===== src/rtl/ghp_pkg.sv =====
package ghp_pkg;

  typedef logic [1:0] ctr_t;

  localparam ctr_t CTR_RESET     = 2'b10;
  localparam ctr_t CTR_STRONG_T  = 2'b00;
  localparam ctr_t CTR_STRONG_NT = 2'b11;

  function automatic logic ctr_says_taken(ctr_t c);
    return ~c[1];
  endfunction

endpackage


===== src/rtl/ghp_ctr_step.sv =====
module ghp_ctr_step
  import ghp_pkg::*;
(
  input  ctr_t cur,
  input  logic outcome,
  output ctr_t nxt
);

  always_comb begin
    nxt = cur;
    if (outcome) begin
      if (cur != CTR_STRONG_T) nxt = cur - 2'd1;
    end else begin
      if (cur != CTR_STRONG_NT) nxt = cur + 2'd1;
    end
  end

endmodule


===== src/rtl/ghp_ctr_table.sv =====
module ghp_ctr_table
  import ghp_pkg::*;
#(
  parameter int SEL_W = 6,
  localparam int DEPTH = 1 << SEL_W
) (
  input  logic             clk,
  input  logic             rst,
  input  logic [SEL_W-1:0] rd_sel,
  output ctr_t             rd_ctr,
  input  logic             wr_en,
  input  logic [SEL_W-1:0] wr_sel,
  input  logic             wr_outcome
);

  ctr_t mem [DEPTH];
  ctr_t wr_cur;
  ctr_t wr_nxt;

  assign rd_ctr = mem[rd_sel];
  assign wr_cur = mem[wr_sel];

  ghp_ctr_step u_step (
    .cur     (wr_cur),
    .outcome (wr_outcome),
    .nxt     (wr_nxt)
  );

  always_ff @(posedge clk) begin
    if (rst) begin
      for (int i = 0; i < DEPTH; i++) mem[i] <= CTR_RESET;
    end else if (wr_en) begin
      mem[wr_sel] <= wr_nxt;
    end
  end

  // a taken outcome never moves the entry toward not-taken
  assert_step_taken_R3: assert property (@(posedge clk) disable iff (rst)
    wr_en && wr_outcome |=> mem[$past(wr_sel)] <= $past(wr_cur));

  // a not-taken outcome never moves the entry toward taken
  assert_step_not_taken_R3: assert property (@(posedge clk) disable iff (rst)
    wr_en && !wr_outcome |=> mem[$past(wr_sel)] >= $past(wr_cur));

  assert_saturate_low_R3: assert property (@(posedge clk) disable iff (rst)
    wr_en && wr_outcome && (wr_cur == CTR_STRONG_T)
      |=> mem[$past(wr_sel)] == CTR_STRONG_T);

  assert_saturate_high_R3: assert property (@(posedge clk) disable iff (rst)
    wr_en && !wr_outcome && (wr_cur == CTR_STRONG_NT)
      |=> mem[$past(wr_sel)] == CTR_STRONG_NT);

  // an entry other than the one trained keeps its value
  assert_other_entry_kept_R5: assert property (@(posedge clk) disable iff (rst)
    wr_en && (rd_sel != wr_sel) |=> mem[$past(rd_sel)] == $past(rd_ctr));

endmodule


===== src/rtl/ghp_hist_reg.sv =====
module ghp_hist_reg #(
  parameter int HIST_W = 2,
  parameter bit SPEC   = 1'b0,
  localparam int HW    = (HIST_W == 0) ? 1 : HIST_W
) (
  input  logic          clk,
  input  logic          rst,
  input  logic          pred_fire,
  input  logic          pred_dir,
  input  logic          res_valid,
  input  logic          res_taken,
  input  logic          res_mispred,
  input  logic [HW-1:0] res_hist,
  output logic [HW-1:0] hist
);

  function automatic logic [HW-1:0] push(logic [HW-1:0] h, logic b);
    logic [HW:0] t;
    t = {h, b};
    return t[HW-1:0];
  endfunction

  generate
    if (HIST_W == 0) begin : g_no_hist
      assign hist = '0;
    end else begin : g_hist
      logic [HW-1:0] hist_q;

      always_ff @(posedge clk) begin
        if (rst) begin
          hist_q <= '0;
        end else if (SPEC) begin
          if (res_valid && res_mispred) hist_q <= push(res_hist, res_taken);
          else if (pred_fire)           hist_q <= push(hist_q, pred_dir);
        end else if (res_valid) begin
          hist_q <= push(hist_q, res_taken);
        end
      end

      assign hist = hist_q;

      if (SPEC) begin : g_spec_chk
        // speculative push of the guessed direction
        assert_spec_push_R8: assert property (@(posedge clk) disable iff (rst)
          pred_fire && !(res_valid && res_mispred) |=> hist_q[0] == $past(pred_dir));
        assert_no_push_on_hit_R8: assert property (@(posedge clk) disable iff (rst)
          !pred_fire && !(res_valid && res_mispred) |=> $stable(hist_q));
        // repair takes the real direction
        assert_repair_R9: assert property (@(posedge clk) disable iff (rst)
          res_valid && res_mispred |=> hist_q[0] == $past(res_taken));
      end else begin : g_commit_chk
        // history moves only on resolve
        assert_hist_idle_R7: assert property (@(posedge clk) disable iff (rst)
          !res_valid |=> $stable(hist_q));
        assert_hist_outcome_R7: assert property (@(posedge clk) disable iff (rst)
          res_valid |=> hist_q[0] == $past(res_taken));
      end
    end
  endgenerate

endmodule


===== src/rtl/ghist_dir_predictor.sv =====
module ghist_dir_predictor
  import ghp_pkg::*;
#(
  parameter int IDX_W     = 4,
  parameter int HIST_W    = 2,
  parameter bit SPEC_HIST = 1'b0,
  parameter bit USE_INDEX = 1'b1,
  localparam int HW       = (HIST_W == 0) ? 1 : HIST_W,
  localparam int SEL_W    = IDX_W + HW
) (
  input  logic             clk,
  input  logic             rst,
  input  logic             pred_valid,
  input  logic [IDX_W-1:0] pred_idx,
  output logic             pred_out_valid,
  output logic             pred_taken,
  output logic [SEL_W-1:0] pred_sel,
  input  logic             res_valid,
  input  logic [SEL_W-1:0] res_sel,
  input  logic             res_taken,
  input  logic             res_mispred
);

  logic [HW-1:0]    hist;
  logic [IDX_W-1:0] idx_eff;
  logic [SEL_W-1:0] rd_sel;
  ctr_t             rd_ctr;
  logic             pred_dir;

  generate
    if (USE_INDEX) begin : g_index
      assign idx_eff = pred_idx;
    end else begin : g_single_line
      assign idx_eff = '0;
    end
  endgenerate

  assign rd_sel   = {idx_eff, hist};
  assign pred_dir = ctr_says_taken(rd_ctr);

  ghp_hist_reg #(
    .HIST_W (HIST_W),
    .SPEC   (SPEC_HIST)
  ) u_hist (
    .clk         (clk),
    .rst         (rst),
    .pred_fire   (pred_valid),
    .pred_dir    (pred_dir),
    .res_valid   (res_valid),
    .res_taken   (res_taken),
    .res_mispred (res_mispred),
    .res_hist    (res_sel[HW-1:0]),
    .hist        (hist)
  );

  ghp_ctr_table #(
    .SEL_W (SEL_W)
  ) u_table (
    .clk        (clk),
    .rst        (rst),
    .rd_sel     (rd_sel),
    .rd_ctr     (rd_ctr),
    .wr_en      (res_valid),
    .wr_sel     (res_sel),
    .wr_outcome (res_taken)
  );

  always_ff @(posedge clk) begin
    if (rst) begin
      pred_out_valid <= 1'b0;
      pred_taken     <= 1'b0;
      pred_sel       <= '0;
    end else begin
      pred_out_valid <= pred_valid;
      if (pred_valid) begin
        pred_taken <= pred_dir;
        pred_sel   <= rd_sel;
      end
    end
  end

  assert_out_follows_req_R2: assert property (@(posedge clk) disable iff (rst)
    pred_valid |=> pred_out_valid);
  assert_out_quiet_R2: assert property (@(posedge clk) disable iff (rst)
    !pred_valid |=> !pred_out_valid);
  assert_sel_hist_R2: assert property (@(posedge clk) disable iff (rst)
    pred_valid |=> pred_sel[HW-1:0] == $past(hist));
  assert_reset_idle_R1: assert property (@(posedge clk) disable iff (rst)
    $past(rst) |-> !pred_out_valid);

  generate
    if (!USE_INDEX) begin : g_single_chk
      assert_index_ignored_R11: assert property (@(posedge clk) disable iff (rst)
        pred_out_valid |-> pred_sel[SEL_W-1:HW] == '0);
    end
  endgenerate

endmodule


===== config.mk =====
export PLATFORM = sky130hd
export DESIGN_NAME = ghist_dir_predictor
export DESIGN_NICKNAME = d
export VERILOG_FILES = /design/src/rtl/ghp_pkg.sv /design/src/rtl/ghp_ctr_step.sv /design/src/rtl/ghp_ctr_table.sv /design/src/rtl/ghp_hist_reg.sv /design/src/rtl/ghist_dir_predictor.sv
export SDC_FILE = /design/constraint.sdc
export NUM_CORES = 1
export LEC_CHECK = 0
export ABC_AREA = 1
export BUFFER_PORTS_ARGS = -buffer_cell sky130_fd_sc_hd__buf_2
export CELL_PAD_IN_SITES_DETAIL_PLACEMENT = 0
export CELL_PAD_IN_SITES_GLOBAL_PLACEMENT = 2
export CORE_ASPECT_RATIO = 1.4
export CORE_MARGIN = 2
export CORE_UTILIZATION = 38
export DETAILED_ROUTE_END_ITERATION = 10
export PLACE_DENSITY = 0.8
export SLEW_MARGIN = 20
export SYNTH_ARGS = -nofsm -noshare
export SYNTH_HDL_FRONTEND = slang
export SYNTH_SLANG_ARGS = --single-unit

===== constraint.sdc =====
create_clock -name clk -period 2.48 [get_ports clk]
set_input_delay 0.124 -clock clk [delete_from_list [all_inputs] [get_ports clk]]
set_output_delay 0.124 -clock clk [all_outputs]
set_load 0.05 [all_outputs]

# Yosys cells after proc, flatten, opt, wreduce, memory -nomap -nowiden
# Memories as Yosys holds them, arrays and structs flattened.
# Cells that the tools add are included.
[classes]
reduce_logical = 2
n_eq_ne = 1
bitwise = 1
n_mux = 11
addsub = 2
[ops]
columns = ["operator", "count"]
rows = [
  ["two-way mux 2 bit", 4],
  ["two-way mux 1 bit", 6],
  ["two-way mux 6 bit", 1],
  ["adder 2 x 1 -> 2 bit, second input constant", 1],
  ["!= test 2 bit, second input constant", 1],
  ["nonzero test 2 bit", 1],
  ["OR reduction 2 bit", 1],
  ["subtractor 2 x 1 -> 2 bit, second input constant", 1],
  ["NOT 1 bit", 1],
]
[word_totals]
mem_bits_rw = 128
word_cells = 22
in_bits = 16
ff_bits = 10
out_inout_bits = 8
n_memories = 1
[mem_list]
columns = ["name", "depth", "word_bits", "read_ports", "rd_clocked_by_memory_dff", "wr", "line", "rtl"]
rows = [
  ["u_table.mem", 64, 2, 2, 0, 64, "ghp_ctr_table.sv:16", "ctr_t mem [DEPTH];"],
]

# Longest topological paths before layout
# Gate-level depths: netlist (run 1).
[depth]
word_depth = 5
depth_mapped = 18
ltp_nobuf = 15

# Cells and area by module
# From an unflattened synthesis (run 1), not the netlist that was laid out.
[hier_totals]
cells_unflattened = 1227
hier_area_um2 = 8585.7
[by_module_without_submodules]
columns = ["module", "area_per_inst_um2", "cells_each", "instances", "seq_area_each_um2"]
rows = [
  ["ghp_ctr_table", 8157.8, 1160, 1, 3843.7],
  ["ghist_dir_predictor", 314.1, 47, 1, 160.2],
  ["ghp_hist_reg", 83.8, 13, 1, 40.0],
  ["ghp_ctr_step", 30.0, 7, 1, 0.0],
]

# Worst setup path before layout (run 1)
# No wires, ideal clock.
[synth_path]
path_kind = "input -> register"
startpoint = "input port res_sel[0]"
endpoint = "memory u_table.mem[22][1] (netlist name), data pin"
setup_ns = 0.260
stages = 16
path_buffers = 4
setup_slack_ns = 0.675
arrival_ns = 1.545
path_cell_list = "buf_6 -> buf_6 -> buf_6 -> nor2_1 -> nor2_1 -> o21ai_1 -> nand2_1 -> o21ai_1 -> nand2_1 -> nor2_4 -> nand2_2 -> nand2_4 -> nand2_4 -> nand2_8 -> buf_12 -> nand2_2"
[synth_lines]
columns = ["item", "line", "rtl"]
rows = [
  ["from (decl)", "ghist_dir_predictor.sv:19", "input logic [SEL_W-1:0] res_sel,"],
  ["to (decl)", "ghp_ctr_table.sv:16", ""],
]

==> results of run 1 <==
[power by group through the flow]
stage | Combinational, W | Clock [W] | Sequential (W)
floorplan | 0.000748 | 0 | 0.00270
global placement | 0.00105 | 0 | 0.00267
detailed placement | 0.00105 | 0 | 0.00267
CTS | 0.00106 | 0.00270 | 0.00262
global route | 0.00113 | 0.00279 | 0.00263
finish | 0.00105 | 0.00266 | 0.00262
[per-layer routing]
layer / GRT usage / vias to the layer above / wire, um
li1: - / 3472 / -
met1: 0.2669 / 3252 / 11050
met2: 0.4015 / 120 / 13130
met3: 0.03825 / 33 / 820
met4: 0.08261 / 0 / 637
met5: 0 / - / 0
[worst max-delay path by stage]
stage                                            end
CTS                 u_table.mem[39][0]$_SDFFCE_PN0P_
global route        u_table.mem[31][0]$_SDFFCE_PN0P_
global placement    u_table.mem[37][0]$_SDFFCE_PN0P_
floorplan           u_table.mem[22][1]$_SDFFCE_PN1P_
detailed placement  u_table.mem[39][0]$_SDFFCE_PN0P_
finish              u_table.mem[18][0]$_SDFFCE_PN0P_
[Yosys cell counts (all sizes together)]
cell      n
nand4     1
nand2   483
dfxtp    10
nor2     97
o211ai    6
clkbuf   19
buf      42
nand3    58
nor3      6
inv     116
clkinv    1
nand3b    1
o21ai    25
or2       5
a21oi    83
edfxtp  128
[cell usage in the layout (no fill, tap or decap), types with 3 or more instances in the layout]
cell,netlist,final
nand2_1,418,418
edfxtp_1,128,128
inv_1,113,113
nor2_1,91,91
nand2_2,61,61
a21oi_2,60,60
nand3_1,57,57
buf_4,2,26
a21oi_1,23,23
buf_2,10,22
o21ai_0,19,19
clkbuf_16,0,17
buf_12,6,15
dfxtp_1,10,10
nor3_1,6,6
o21ai_1,6,6
o211ai_1,4,4
bufinv_16,0,4
clkinv_2,0,4
inv_2,3,3
nor2_2,3,3
nor2_4,3,3
or2_0,3,3
nand2_4,3,3
dlygate4sd3_1,0,3
[sequential cells by signal (all words and copies together) (netlist names)]
name,cells
u_table.mem,128
pred_taken,1
u_hist.hist,2
pred_out_valid,1
pred_sel,6
[metrics by stage]
step | instance area (um^2) | cells
after floorplan | 8600 | 1081
after global placement | 9062 | 1384
after detailed placement | 9062 | 1384
after CTS | 9702 | 1419
after global routing | 9702 | 1419
final | 9702 | 1419
[cell type report]
class                   count  area (um^2)  area share
flip-flops and latches    138         4044      0.4168
multi-input cells         765         3597      0.3708
repair buffers             66        635.6     0.06551
inverters                 117        439.2     0.04527
clock buffers              19        432.9     0.04462
well taps                 301        376.6     0.03882
clock inverters            13        176.4     0.01818
[cells by family after synthesis]
logic type      Yosys count
simple gates            651
flops                   138
buf+inv                 178
compound gates          114
[tightest hold or removal path: stages]
cell and delay [ns]:
buf_2 0.17, inv_1 0.09, nor2_1 0.04
==> run summary, run 1 <==
Post-Syn Instances - 1,081
Max-capacitance violation count - 0
Syn Nets - 1,097
CP max FO - 34
R2r endpoint - u_table.mem[18][0]$_SDFFCE_PN0P_
HPWL Detailed - 16,960 um
Hold Path Cell Cnt - 3
Clock power share - 0.420
CTS Hold Bufs - 3
Max Transition Viols Final - 0
Hold Crit Start - pred_valid
Net Sw Frac - 0.2763
Final core utilization - 0.4338
Synthesized-area fraction occupied by adder cells - 0
Growth of design area from synthesis to finish - 12.82%
Buf/Inv on CP - 1
Pint - 0.004578 W
RSZ-0062 raised after global routing - false
Pwr Density - 652.0 mW/mm^2
First-pass GRT wire length - 39,620 um
Wirelength, routed - 25,640 um
I/O Pins - 24
Synth Warn # - 0
Starting density of the core - 0.3845
Outcome - completed
Largest net degree at the start of global routing - 54
Buffers inserted by post-CTS timing repair - 0
CTS Sinks - 138
Crit-path cells - nand2_1, nand2_1, nand2_1, nand2_1, nand2_1, nand2_1, nand2_1, nand2_1, nor2_4, nand2_2, nand2_4, buf_4, a21oi_2
Min-Delay Endpoint - pred_out_valid$_SDFF_PP0_
Fill cell count - 2,307
Delay-heaviest family, CP - simple AND/OR/NAND/NOR gates
Register bit total from synthesis - 138
Hold Slack - 0.04021 ns
Worst Tran Pin Value - 0.6805 ns
Worst Skew - 0.007714 ns
Largest stage delay, worst path - 0.51 ns
Synth Area in Compound Gates - 0.09545
Worst setup startpoint - u_table.mem[7][1]$_SDFFCE_PN1P_
Post-Synth XOR/XNOR Area - 0
Initial antenna violation count - 0
Hold crit path type - primary input to flip-flop
Final WS setup - 0.2015 ns
Logic gate share of total power - 0.165
Post-synthesis cell area - 0.008599 mm^2
PortBufs - 22
Highest clock rate - 438.9 MHz
Reg2reg setup slack - 0.20 ns
Dominant cells by area after synthesis - edfxtp_1, nand2_1, a21oi_2, inv_1, nand2_2
Sequential power share - 0.415
Arrival @ worst endpoint - 2.44 ns
Vias - 6,877
Slew headroom - 0.5464
Post-synthesis simple-gate area fraction - 0.3229
Die ar. - 0.02387 mm^2
Setup-failing EPs final - 0
CP max stage cell - buf_4
TritonCTS clock tree - yes
ANT cells - 0
Clk buf depth - 2
Crit path depth - 13
Leak Pwr - 3.944 nW
Setup TNS - 0 ns
Final period util - 0.9188
Yosys top cell by area - edfxtp_1
Final Wtd Congestion - 0.7941
Dpl ws - 0.06892 ns
Die height - 182.0 um
Count of cell types in the netlist - 32
Post-synth top area share - 0.4470
Crit end category - flip-flop
CP Class - flip-flop to flip-flop
DRC - 0
Largest family of logic cells by synthesized area - simple AND/OR/NAND/NOR gates
Clk root buf - clkbuf_16
Routed Antenna Nets - 0
Layout cell share with drive strength beyond 1 - 0.2048
Worst-skew pair later-pin latency - 0.43 ns
Final net count - 1,121
Core Box Area - 0.02237 mm^2
Syn Area/Cell - 7.955 um^2
Required time worst endpoint - 2.64 ns
GRT Total Usage - 0.2231
Worst flop-to-flop path startpoint - u_table.mem[7][1]$_SDFFCE_PN1P_
Vias in the first global route - 6,777
Design Power - 0.006326 W
Post-route minimum period - 2.279 ns
CP startpoint kind - flip-flop
Sw power - 0.001748 W
Die width - 131.1 um
Pre-Repair DR Iteration Count - 5
Worst reg2reg path depth - 13
Seq/Total Area, Yosys - 0.4702
Clock-pin slew on the worst setup and hold paths - 0.06 ns
Critical Path Most Common Cell - nand2_1
Hold Vio Cnt, Final - 0
Mux contribution to synthesized area - 0
Wire length per cell - 18.07 um
Worst vdd ir - 0.0004674 V
Row count - 65
Cts bufs inserted - 17
H-tree levels - 4
CTS resizes - 0
Gr ovfl total - 0
Vias per inst - 4.846
Iteration-0 DRC count of the detailed router - 485
(Power assumes the default switching activity.)
==> run 2, diff against run 1 <==
clock period = 2.6 ns   (was 2.48 ns; I/O delays follow)
==> run summary, run 2 (synthesized netlist as in run 1, its figures left out) <==
Clk buf depth - 2
Top reg by flops - u_table.mem
Vias in the first global route - 7,022
Max Transition Viols Final - 0
Hold crit path type - primary input to flip-flop
H-tree levels - 4
Area of the multi-input gates - 0.003597 mm^2
Pint - 0.004252 W
GRT Total Usage - 0.2268
GR Layer Usage met2 - 0.4124
Fill cell count - 2,285
Wire length per cell - 18.46 um
R2r endpoint - u_table.mem[62][0]$_SDFFCE_PN0P_
ANT cells - 0
Worst reg2reg path depth - 10
CP max FO - 36
Core Box Area - 0.02237 mm^2
Worst vdd ir - 0.0004713 V
Final net count - 1,118
Pre-Repair DR Iteration Count - 5
Sequential power share - 0.420
Worst setup startpoint - u_table.mem[26][1]$_SDFFCE_PN1P_
Net Sw Frac - 0.2857
Outcome - completed
Gr ovfl total - 0
Cts bufs inserted - 17
Highest clock rate - 427.6 MHz
Sequential cell area - 0.004044 mm^2
Wirelength, routed - 26,140 um
Crit end category - flip-flop
CTS resizes - 0
TritonCTS clock tree - yes
Hold Path Cell Cnt - 2
Clk root buf - clkbuf_16
Slew headroom - 0.5041
CP Class - flip-flop to flip-flop
Hold Vio Cnt, Final - 0
Min-Delay Endpoint - pred_sel[1]$_SDFFE_PP0P_
Worst-skew pair later-pin latency - 0.44 ns
Routed Antenna Nets - 0
Leak Pwr - 3.900 nW
Setup TNS - 0 ns
Initial antenna violation count - 0
Iteration-0 DRC count of the detailed router - 446
Hold Crit Start - pred_valid
Vias - 6,944
HPWL Detailed - 17,400 um
Met1 GRT Util - 0.2741
Final core utilization - 0.4300
Most frequent cells in the layout - nand2_1, edfxtp_1, inv_1
RSZ-0062 raised after global routing - false
Vias per inst - 4.904
Required time worst endpoint - 2.75 ns
PortBufs - 22
Starting density of the core - 0.3845
Final Wtd Congestion - 0.7932
Max reg flops - 128
CTS Sinks - 138
Arrival @ worst endpoint - 2.49 ns
Die ar. - 0.02387 mm^2
Worst flop-to-flop path startpoint - u_table.mem[26][1]$_SDFFCE_PN1P_
Pwr Density - 618.8 mW/mm^2
Die width - 131.1 um
Largest stage delay, worst path - 0.56 ns
CP max stage cell - buf_4
Final period util - 0.8994
Met3 Use GR - 0.03657
Setup-failing EPs final - 0
Growth of design area from synthesis to finish - 11.84%
I/O Pins - 24
Reg2reg setup slack - 0.26 ns
Crit-path cells - or2_1, o211ai_2, nand2_1, o21ai_1, nand2_1, nor2_4, nand2_2, nand2_4, buf_4, a21oi_1
Layout cell share with drive strength beyond 1 - 0.2027
Sw power - 0.001700 W
Max-capacitance violation count - 0
DRC - 0
Worst Tran Pin Value - 0.7431 ns
First-pass GRT wire length - 40,300 um
Commonest non-fill, non-tap cell in the layout - nand2_1
Worst Skew - 0.01533 ns
Critical Path Most Common Cell - nand2_1
Clock power share - 0.414
Largest net degree at the start of global routing - 49
Post-route minimum period - 2.338 ns
Busiest grt layer - met2
CP startpoint kind - flip-flop
Clock-pin slew on the worst setup and hold paths - 0.06 ns
Die height - 182.0 um
Row count - 65
Logic gate share of total power - 0.166
[run 2: metrics by stage]
step                      cells  power, W  cell area [um^2]  hold WS [ns]  setup WS [ns]
after floorplan            1081  0.003285              8600        0.2024         0.7890
after global placement     1381  0.003543              9002        0.3528        0.07139
after detailed placement   1381  0.003546              9002        0.3546        0.01792
after CTS                  1416  0.006001              9618       0.03019         0.2318
after global routing       1416  0.006160              9618       0.04295         0.1114
final                      1416  0.005952              9618       0.04120         0.2616
[run 2: layout make-up]
type / instances / share of cell area
clock buffer: 19 / 0.04501
timing repair buffer: 63 / 0.05984
tap: 301 / 0.03916
sequential: 138 / 0.4205
multi-input combinational: 765 / 0.3740
clock inverter: 13 / 0.01587
inverter: 117 / 0.04566
[run 2: worst max-delay path, delay by kind of cell, from the launching register on]
family / cells / cell delay [ns]
compound gates: 3 / 0.41
buf+inv: 1 / 0.56
simple gates: 6 / 0.71
flops: 1 / 0.37
[run 2: worst max-delay path by stage]
stage	end	slack, ns	depth (start not counted)
global placement	u_table.mem[61][0]$_SDFFCE_PN0P_	0.07	14
finish	u_table.mem[62][0]$_SDFFCE_PN0P_	0.26	10
floorplan	u_table.mem[22][1]$_SDFFCE_PN1P_	0.79	16
global route	u_table.mem[62][0]$_SDFFCE_PN0P_	0.11	10
detailed placement	u_table.mem[62][0]$_SDFFCE_PN0P_	0.02	14
CTS	u_table.mem[62][0]$_SDFFCE_PN0P_	0.23	13
[run 2: layer usage]
metal,share of wire,vias to the layer above
met4,0.020,0
met3,0.039,28
met2,0.51,138
li1,-,3463
met1,0.43,3315
met5,0,-
[run 2: power groups by stage]
stage | registers (W) | clock network (W) | logic, W
2_1_floorplan | 0.00257 | 0 | 0.000714
3_3_place_gp | 0.00255 | 0 | 0.000997
3_5_place_dp | 0.00255 | 0 | 0.000998
4_1_cts | 0.00250 | 0.00250 | 0.00100
5_1_grt | 0.00251 | 0.00258 | 0.00107
6_report | 0.00250 | 0.00246 | 0.000987
[run 2: timing repair]
action | 4_1_cts | 5_1_grt
endpoints found under the hold margin | 5 | 0
buffers inserted | 0 | 0
hold buffers | 3 | 0
==> run 3, diff against run 2 <==
ABC_AREA = unset   (was 1)
CORE_UTILIZATION = 43   (was 38)
==> run summary, run 3 <==
CTS Sinks - 138
Register bit total from synthesis - 138
CP startpoint kind - flip-flop
H-tree levels - 4
Pint - 0.004165 W
CP max stage cell - edfxtp_1
Final period util - 0.9622
Vias in the first global route - 5,672
Final Wtd Congestion - 0.8723
Worst Tran Pin Value - 0.6723 ns
Met1 GRT Util - 0.2963
Top_reg_cell synth - edfxtp_1
Worst Skew - 0.01387 ns
Yosys top cell by area - edfxtp_1
Required time worst endpoint - 2.75 ns
Max Transition Viols Final - 0
Vias per inst - 5.923
Area of the multi-input gates - 0.003134 mm^2
Die width - 115.7 um
Synth Warn # - 0
Post-Syn Instances - 669
Max reg flops - 128
Synth top cells by count - edfxtp_1, nor2_1, nand2_1, nand3_1
Syn Nets - 685
DRC - 0
Delay-heaviest family, CP - compound AO/OA/AOI/OAI gates
Buf/Inv on CP - 1
I/O Pins - 24
Vias - 5,627
Post-route minimum period - 2.502 ns
Setup-failing EPs final - 0
GR Layer Usage met2 - 0.4038
Met3 Use GR - 0.03849
Seq/Total Area, Yosys - 0.5382
Starting density of the core - 0.4353
Syn Area/Cell - 11.23 um^2
Pre-Repair DR Iteration Count - 6
Commonest non-fill, non-tap cell in the layout - edfxtp_1
ANT cells - 0
Post-synth top area share - 0.5116
Wirelength, routed - 21,460 um
Sequential power share - 0.438
Largest stage delay, worst path - 0.41 ns
Die height - 160.4 um
Top reg by flops - u_table.mem
Final WS setup - 0.09824 ns
Worst flop-to-flop path startpoint - u_table.mem[11][1]$_SDFFCE_PN1P_
Sequential cell area - 0.004044 mm^2
Clk root buf - clkbuf_16
Crit-path cells - mux2_2, a221oi_2, o22ai_1, a21oi_2, and4bb_2, maj3_4, buf_12, nand3_1
Post-synthesis cell area - 0.007513 mm^2
Dpl ws - -0.08098 ns
Growth of design area from synthesis to finish - 17.97%
Clock power share - 0.427
Die ar. - 0.01856 mm^2
Post-synth EDFFs - 128
Outcome - completed
Dominant cells by area after synthesis - edfxtp_1, mux4_2, mux2i_1, nor2_1, nand2_1
Wire length per cell - 22.59 um
CP Class - flip-flop to flip-flop
Most frequent cell after synthesis - edfxtp_1
Hold crit path type - primary input to flip-flop
Highest clock rate - 399.7 MHz
Hold Vio Cnt, Final - 0
Max-capacitance violation count - 0
Reg2reg setup slack - 0.1 ns
Iteration-0 DRC count of the detailed router - 448
Clk buf depth - 2
Initial antenna violation count - 0
Routed Antenna Nets - 0
Busiest grt layer - met2
Pwr Density - 645.4 mW/mm^2
Slew headroom - 0.5501
Clock-pin slew on the worst setup and hold paths - 0.06 ns
First-pass GRT wire length - 32,600 um
Largest net degree at the start of global routing - 43
Worst vdd ir - 0.0004353 V
Most frequent cells in the layout - edfxtp_1, nor2_1, nand2_1
Leak Pwr - 3.015 nW
Gr ovfl total - 0
TritonCTS clock tree - yes
Async S/R FF share, synth - 0
Logic gate share of total power - 0.135
Worst setup startpoint - u_table.mem[11][1]$_SDFFCE_PN1P_
Sw power - 0.001555 W
HPWL Detailed - 14,850 um
GRT Total Usage - 0.2386
CP max FO - 17
Design Power - 0.005721 W
Net Sw Frac - 0.2718
Hold Crit Start - res_taken
Final core utilization - 0.5136
PortBufs - 22
Layout cell share with drive strength beyond 1 - 0.2577
Cts bufs inserted - 17
Fill cell count - 1,520
Core Box Area - 0.01726 mm^2
Arrival @ worst endpoint - 2.65 ns
Crit end category - flip-flop
Count of cell types in the netlist - 48
Final net count - 717
Worst-skew pair later-pin latency - 0.43 ns
Row count - 57
[run 3: changes by cell type after synthesis, moves of 14 or more]
| cell | change |
|---|---|
| mux2i_1 | +39 |
| mux4_2 | +20 |
| clkbuf_1 | +16 |
| a21oi_1 | -18 |
| nand2_1 | -349 |
| nand2b_1 | +32 |
| nor3_1 | +33 |
| buf_2 | +14 |
| a21oi_2 | -60 |
| or2_2 | +30 |
| nand2_2 | -61 |
| inv_1 | -110 |
| nor2_1 | -18 |
[run 3: worst paths after layout]
path | to | cells past startpoint
setup / recovery | u_table.mem[43][1]$_SDFFCE_PN1P_ | 8
hold / removal | u_hist.hist[0]$_SDFFE_PP0P_ | 3
setup reg to reg | u_table.mem[43][1]$_SDFFCE_PN1P_ | 8
hold reg to reg | pred_sel[2]$_SDFFE_PP0P_ | 2
[run 3: worst register-to-register path, delay by kind of cell, from the launching register on]
| family | cells | cell delay, ns |
|---|---|---|
| AOI/OAI and AO/OA | 3 | 0.64 |
| adders and majority gates | 1 | 0.31 |
| and+or+nand+nor | 2 | 0.37 |
| buffers and inverters | 1 | 0.18 |
| DFF | 1 | 0.41 |
| muxes | 1 | 0.31 |
[run 3: cell type report]
| class | instances | area share |
|---|---|---|
| clock inverter | 13 | 0.01327 |
| tap | 236 | 0.03331 |
| multi-input combinational | 456 | 0.3536 |
| sequential | 138 | 0.4562 |
| inverter | 3 | 0.001270 |
| clock buffer | 19 | 0.05364 |
| timing repair buffer | 85 | 0.08865 |
[run 3: logic make-up (layout without fill, tap and decap cells)]
group | after synthesis | in the layout | share of synthesized area
muxes | 70 | 70 | 0.1384
buffers and inverters | 75 | 120 | 0.04846
DFF | 138 | 138 | 0.5382
adders and majority gates | 2 | 2 | 0.002831
and+or+nand+nor | 321 | 321 | 0.2108
AOI/OAI and AO/OA | 63 | 63 | 0.06128
[run 3: stage by stage]
step	setup TNS [ns]	instances	cell area (um^2)	hold WS, ns
floorplan	0	669	7513	0.2773
global placement	-0.2205	914	8188	0.3934
detailed placement	-3.727	914	8188	0.4112
CTS	0	948	8801	0.01253
global route	-0.09867	950	8864	0.07752
finish	0	950	8864	0.02580
[run 3: power groups by stage]
stage,Sequential (W),Combinational (W),Clock (W)
floorplan,0.00256,0.000437,0
global placement,0.00255,0.000716,0
detailed placement,0.00255,0.000729,0
CTS,0.00250,0.000733,0.00246
global route,0.00251,0.000821,0.00254
finish,0.00250,0.000775,0.00244
[run 3: what timing repair did]
action,in CTS,in global routing
buffers inserted,0,0
gates resized for setup,0,5
endpoints found under the setup margin,0,128
hold endpoints to repair,2,0
hold buffers,2,0
[run 3: metal layers]
layer	up-vias	share of wire
met5	-	0
met3	46	0.053
met2	219	0.53
li1	2531	-
met1	2831	0.38
met4	0	0.037
